===== src/rtl/ulpi_lpm_pkg.sv =====
package ulpi_lpm_pkg;
  typedef enum logic [1:0] {LP_IDLE, LP_ENTER, LP_SLEEP, LP_WAKE} lp_state_e;
  typedef enum logic [1:0] {SN_IDLE, SN_CMD, SN_DAT, SN_STP} snoop_state_e;
  localparam logic [1:0] TXCMD_REGW = 2'b10;
endpackage


===== src/rtl/ulpi_reg_snoop.sv =====
module ulpi_reg_snoop
  import ulpi_lpm_pkg::*;
#(
  parameter int ADDR_W = 6
) (
  input  logic              clk_i,
  input  logic              rst_ni,
  input  logic              enable_i,
  input  logic [7:0]        data_i,
  input  logic              stp_i,
  output logic              nxt_o,
  output logic              commit_o,
  output logic [ADDR_W-1:0] addr_o,
  output logic [7:0]        wdata_o
);
  snoop_state_e st_q;
  logic [ADDR_W-1:0] addr_q;
  logic [7:0] wdata_q;

  always_ff @(posedge clk_i or negedge rst_ni) begin
    if (!rst_ni) begin
      st_q    <= SN_IDLE;
      addr_q  <= '0;
      wdata_q <= '0;
    end else begin
      unique case (st_q)
        SN_IDLE: if (enable_i && data_i[7:6] == TXCMD_REGW) begin
          addr_q <= data_i[ADDR_W-1:0];
          st_q   <= SN_CMD;
        end
        SN_CMD: st_q <= stp_i ? SN_IDLE : SN_DAT;
        SN_DAT: begin
          wdata_q <= data_i;
          st_q    <= stp_i ? SN_IDLE : SN_STP;
        end
        SN_STP: if (stp_i) st_q <= SN_IDLE;
        default: st_q <= SN_IDLE;
      endcase
    end
  end

  assign nxt_o    = (st_q == SN_CMD) || (st_q == SN_DAT);
  assign commit_o = (st_q == SN_STP) && stp_i;
  assign addr_o   = addr_q;
  assign wdata_o  = wdata_q;
endmodule


===== src/rtl/ulpi_lpm_fsm.sv =====
module ulpi_lpm_fsm
  import ulpi_lpm_pkg::*;
#(
  parameter int          ADDR_W        = 6,
  parameter int          MIN_EDGES     = 5,
  parameter int          STABLE_CYCLES = 3,
  parameter logic [5:0]  FC_ADDR       = 6'h04,
  parameter int          SUSP_BIT      = 6
) (
  input  logic              clk_i,
  input  logic              rst_ni,
  input  logic              commit_i,
  input  logic [ADDR_W-1:0] addr_i,
  input  logic [7:0]        wdata_i,
  input  logic              stp_i,
  output logic              dir_o,
  output logic              clk_run_o,
  output logic              sleep_o,
  output logic              suspendm_o,
  output logic              bus_idle_o
);
  localparam int CNT_MAX = (MIN_EDGES > STABLE_CYCLES) ? MIN_EDGES : STABLE_CYCLES;
  localparam int CNT_W   = $clog2(CNT_MAX + 1);

  lp_state_e st_q;
  logic [CNT_W-1:0] cnt_q;
  logic susp_q;
  logic fc_hit;

  assign fc_hit = commit_i && (addr_i == FC_ADDR[ADDR_W-1:0]);

  always_ff @(posedge clk_i or negedge rst_ni) begin
    if (!rst_ni) begin
      st_q   <= LP_IDLE;
      cnt_q  <= '0;
      susp_q <= 1'b1;
    end else begin
      unique case (st_q)
        LP_IDLE: if (fc_hit) begin
          susp_q <= wdata_i[SUSP_BIT];
          cnt_q  <= '0;
          if (!wdata_i[SUSP_BIT]) st_q <= LP_ENTER;
        end
        LP_ENTER: begin
          if (cnt_q == CNT_W'(MIN_EDGES - 1)) begin
            cnt_q <= '0;
            st_q  <= LP_SLEEP;
          end else begin
            cnt_q <= cnt_q + 1'b1;
          end
        end
        LP_SLEEP: if (stp_i) begin
          susp_q <= 1'b1;
          cnt_q  <= '0;
          st_q   <= LP_WAKE;
        end
        LP_WAKE: begin
          if (cnt_q == CNT_W'(STABLE_CYCLES - 1)) begin
            cnt_q <= '0;
            st_q  <= LP_IDLE;
          end else begin
            cnt_q <= cnt_q + 1'b1;
          end
        end
        default: st_q <= LP_IDLE;
      endcase
    end
  end

  assign dir_o      = (st_q != LP_IDLE);
  assign clk_run_o  = (st_q != LP_SLEEP);
  assign sleep_o    = (st_q == LP_SLEEP);
  assign suspendm_o = susp_q;
  assign bus_idle_o = (st_q == LP_IDLE);
endmodule


===== src/rtl/ulpi_lp_map.sv =====
module ulpi_lp_map #(
  parameter int N_IRQ = 5
) (
  input  logic             sleep_i,
  input  logic [1:0]       linestate_i,
  input  logic [N_IRQ-1:0] irq_src_i,
  input  logic [N_IRQ-1:0] irq_rise_en_i,
  input  logic [N_IRQ-1:0] irq_fall_en_i,
  output logic [7:0]       data_o
);
  logic [N_IRQ-1:0] masked;
  logic irq;

  for (genvar i = 0; i < N_IRQ; i++) begin : g_mask
    assign masked[i] = irq_src_i[i] & (irq_rise_en_i[i] | irq_fall_en_i[i]);
  end

  assign irq    = |masked;
  assign data_o = sleep_i ? {4'b0000, irq, 1'b0, linestate_i} : 8'h00;
endmodule


===== src/rtl/ulpi_lpm_seq.sv =====
module ulpi_lpm_seq #(
  parameter int         N_IRQ         = 5,
  parameter int         MIN_EDGES     = 5,
  parameter int         STABLE_CYCLES = 3,
  parameter logic [5:0] FC_ADDR       = 6'h04,
  parameter int         SUSP_BIT      = 6
) (
  input  logic             clk_i,
  input  logic             rst_ni,
  input  logic [7:0]       data_i,
  output logic [7:0]       data_o,
  output logic             data_oe_o,
  output logic             dir_o,
  input  logic             stp_i,
  output logic             nxt_o,
  input  logic [1:0]       linestate_i,
  input  logic [N_IRQ-1:0] irq_src_i,
  input  logic [N_IRQ-1:0] irq_rise_en_i,
  input  logic [N_IRQ-1:0] irq_fall_en_i,
  output logic             clk_run_o,
  output logic             suspendm_o
);
  localparam int ADDR_W = 6;

  logic              wr_commit;
  logic [ADDR_W-1:0] wr_addr;
  logic [7:0]        wr_data;
  logic              bus_idle;
  logic              sleep;

  ulpi_reg_snoop #(.ADDR_W(ADDR_W)) u_snoop (
    .clk_i    (clk_i),
    .rst_ni   (rst_ni),
    .enable_i (bus_idle),
    .data_i   (data_i),
    .stp_i    (stp_i),
    .nxt_o    (nxt_o),
    .commit_o (wr_commit),
    .addr_o   (wr_addr),
    .wdata_o  (wr_data)
  );

  ulpi_lpm_fsm #(
    .ADDR_W        (ADDR_W),
    .MIN_EDGES     (MIN_EDGES),
    .STABLE_CYCLES (STABLE_CYCLES),
    .FC_ADDR       (FC_ADDR),
    .SUSP_BIT      (SUSP_BIT)
  ) u_fsm (
    .clk_i      (clk_i),
    .rst_ni     (rst_ni),
    .commit_i   (wr_commit),
    .addr_i     (wr_addr),
    .wdata_i    (wr_data),
    .stp_i      (stp_i),
    .dir_o      (dir_o),
    .clk_run_o  (clk_run_o),
    .sleep_o    (sleep),
    .suspendm_o (suspendm_o),
    .bus_idle_o (bus_idle)
  );

  ulpi_lp_map #(.N_IRQ(N_IRQ)) u_map (
    .sleep_i       (sleep),
    .linestate_i   (linestate_i),
    .irq_src_i     (irq_src_i),
    .irq_rise_en_i (irq_rise_en_i),
    .irq_fall_en_i (irq_fall_en_i),
    .data_o        (data_o)
  );

  assign data_oe_o = dir_o;
endmodule


===== config.mk =====
export PLATFORM = sky130hd
export DESIGN_NAME = ulpi_lpm_seq
export DESIGN_NICKNAME = d
export VERILOG_FILES = /design/src/rtl/ulpi_lpm_pkg.sv /design/src/rtl/ulpi_reg_snoop.sv /design/src/rtl/ulpi_lpm_fsm.sv /design/src/rtl/ulpi_lp_map.sv /design/src/rtl/ulpi_lpm_seq.sv
export SDC_FILE = /design/constraint.sdc
export NUM_CORES = 1
export LEC_CHECK = 0
export ABC_CLOCK_PERIOD_IN_PS = 2000
export BUFFER_PORTS_ARGS = -buffer_cell sky130_fd_sc_hd__buf_2
export CAP_MARGIN = 15
export CORE_MARGIN = 5
export CORE_UTILIZATION = 50
export DETAILED_ROUTE_END_ITERATION = 10
export PLACE_DENSITY = 0.9
export SLEW_MARGIN = 0
export SYNTH_ARGS = -nofsm -noshare
export SYNTH_HDL_FRONTEND = slang
export SYNTH_HIERARCHICAL = 1
export SYNTH_SLANG_ARGS = --single-unit

===== constraint.sdc =====
create_clock -name clk_i -period 2 [get_ports clk_i]
set_input_delay 0.1 -clock clk_i [delete_from_list [all_inputs] [get_ports clk_i]]
set_output_delay 0.1 -clock clk_i [all_outputs]
set_load 0.005 [all_outputs]

==> qor.txt <==
CTS H-Tree Depth -> 1
ant diodes -> 0
post-route cell area -> 1260 um2
Cell Count, Final, Fillers Out -> 163
number of global-route vias before repair -> 877
DRT antenna net count -> 0
cts bufs inserted -> 3
crit path DAT -> 2.07 ns
Syn. warnings -> 6
Buffers on Ports -> 35
via count -> 856
Pwr Total -> 1.64 mW
Peak Freq -> 528 MHz
CP endpoint kind -> register
Slowest-stage cell, CP -> dfrtp_1
Core Util, Final -> 63.6%
kind of critical path -> reg -> reg
dpl cells -> 158
first-pass GRT wire length -> 3.64 mm
worst path bufs/invs -> 0
DRT iter0 DRCs -> 26
hold path cells -> 2
Max Cap Viol -> 0
Post-Route WL -> 2.29 mm
RSZ-0062 raised after global routing -> no
worst vdd ir -> 0.727 mV
P per Cell Area -> 1300 nW/um2
Die Area -> 3100 um2
core area -> 1980 um2
CTS Sinks -> 15
Starting Density -> 52.7%
total negative setup slack -> 0 ns
Clock Skew -> 0.00123 ns
Post-layout nets -> 177
GPL Wtd Cong -> 0.853
grt total ovfl -> 0
Vias per Instance -> 5.25
Cell Rows -> 16
Tcrit/Tclk final -> 94.8%
Crit path max-delay family -> compound AO/OA/AOI/OAI gates
worst skew pair latency -> 0.28 ns
area grow syn2layout -> 20.6%
hold endpoint -> u_snoop/addr_o[0]
Syn Inst Count -> 98
Slew Viols, Final -> 0
hold path startpoint -> data_i[0]
Residual DRC -> 0
Worst R2R Setup Slack -> 0.10 ns
mapped cell area -> 1040 um2
Crit Path Max Fanout -> 7
Root Driver -> clkbuf_4
initial antenna violation count -> 0
CTS tree -> built
Critical Path Start Type -> register
leakage dissipation -> 0.655 nW
Placed Area -> 1220 um2
gr usage total -> 14.4%
max incr delay on CP -> 0.43 ns
setup violators final -> 0
Setup Buffers After CTS -> 0
largest net degree at the start of global routing -> 16
Reg clk slew, reported paths -> 0.09 ns
First-pass DRT Iterations -> 4
status -> completed
r2r startpoint -> u_snoop/st_q[0]
dpl hpwl -> 1.87 mm
RR Endpoint -> u_fsm/cnt_q[2]
hold buffers post-CTS -> 1
WL/cell -> 14.0 um
CTS-repair resized insts -> 0
Die Y -> 55.7 um
Final Hold Fails -> 0
Hold WC Path Type -> in -> reg
Final Critical Period -> 1.90 ns
I/O Pins -> 41
worst-path cell chain -> ha_1, and2_1, nand4bb_1, a211o_4, a211o_2
Critical Path RT -> 2.17 ns
clk buf depth -> 2
Chip Width -> 55.7 um
layout cells sized above 1 -> 40.4%
r2r worst-path depth -> 5
Avg Inst Size Synth -> 10.7 um2
-- registers in the layout (all words and copies together) (netlist names) --
| signal | flops |
|---|---|
| u_fsm/st_q | 2 |
| u_snoop/addr_o | 6 |
| u_snoop/wdata_o | 1 |
| u_fsm/suspendm_o | 1 |
| u_snoop/st_q | 2 |
| u_fsm/cnt_q | 3 |
-- layout by cell type, fill, tap and decap left out, drive strengths merged, types with 4 or more instances in the layout --
cell and instances:
dfrtp 14, buf 36, inv 9, nand2 4, nor2 4, clkbuf 4, ha 12, conb 5
mux2 9, o21ai 7
-- routing by layer --
metal | track usage (%) | vias up | share of wire [%]
met5 | 0 | - | 0
met4 | 7.99 | 0 | 0.83
met3 | 6.73 | 2 | 13
met2 | 24.2 | 53 | 47
met1 | 14.7 | 389 | 39
li1 | - | 412 | -
-- power by group --
part / leakage [nW] / switching [mW] / internal, mW / total (mW)
registers: 0.184 / 0.109 / 0.445 / 0.553
logic: 0.456 / 0.458 / 0.455 / 0.913
clock network: 0.0150 / 0.0960 / 0.0773 / 0.173
total: 0.655 / 0.663 / 0.977 / 1.64
-- layout make-up --
cell class	count	area [um2]
well taps	27	33.8
multi-input cells	71	597
inverters	9	33.8
repair buffers	37	193
clock buffers	4	26.3
fillers	174	722
flip-flops and latches	15	377
-- metrics by stage --
step,hold slack [ns],setup slack (ns)
final,0.0456,0.104
after global routing,0.0256,0.0523
after CTS,0.0401,0.131
after detailed placement,0.0216,0.149
after global placement,0.0137,0.265
after floorplan,-0.196,0.316
-- worst max path at each step --
stage / to / slack (ns) / cells past startpoint / from
after floorplan: u_fsm/cnt_q[2] / 0.32 / 5 / u_snoop/st_q[0]
after global placement: u_fsm/cnt_q[2] / 0.27 / 5 / u_snoop/st_q[0]
after detailed placement: u_fsm/cnt_q[2] / 0.15 / 5 / u_snoop/st_q[0]
after CTS: u_fsm/cnt_q[2] / 0.13 / 5 / u_snoop/st_q[0]
after global routing: u_fsm/suspendm_o / 0.05 / 6 / u_snoop/st_q[0]
final: u_fsm/cnt_q[2] / 0.10 / 5 / u_snoop/st_q[0]
Power figures use the tool's default switching activity.
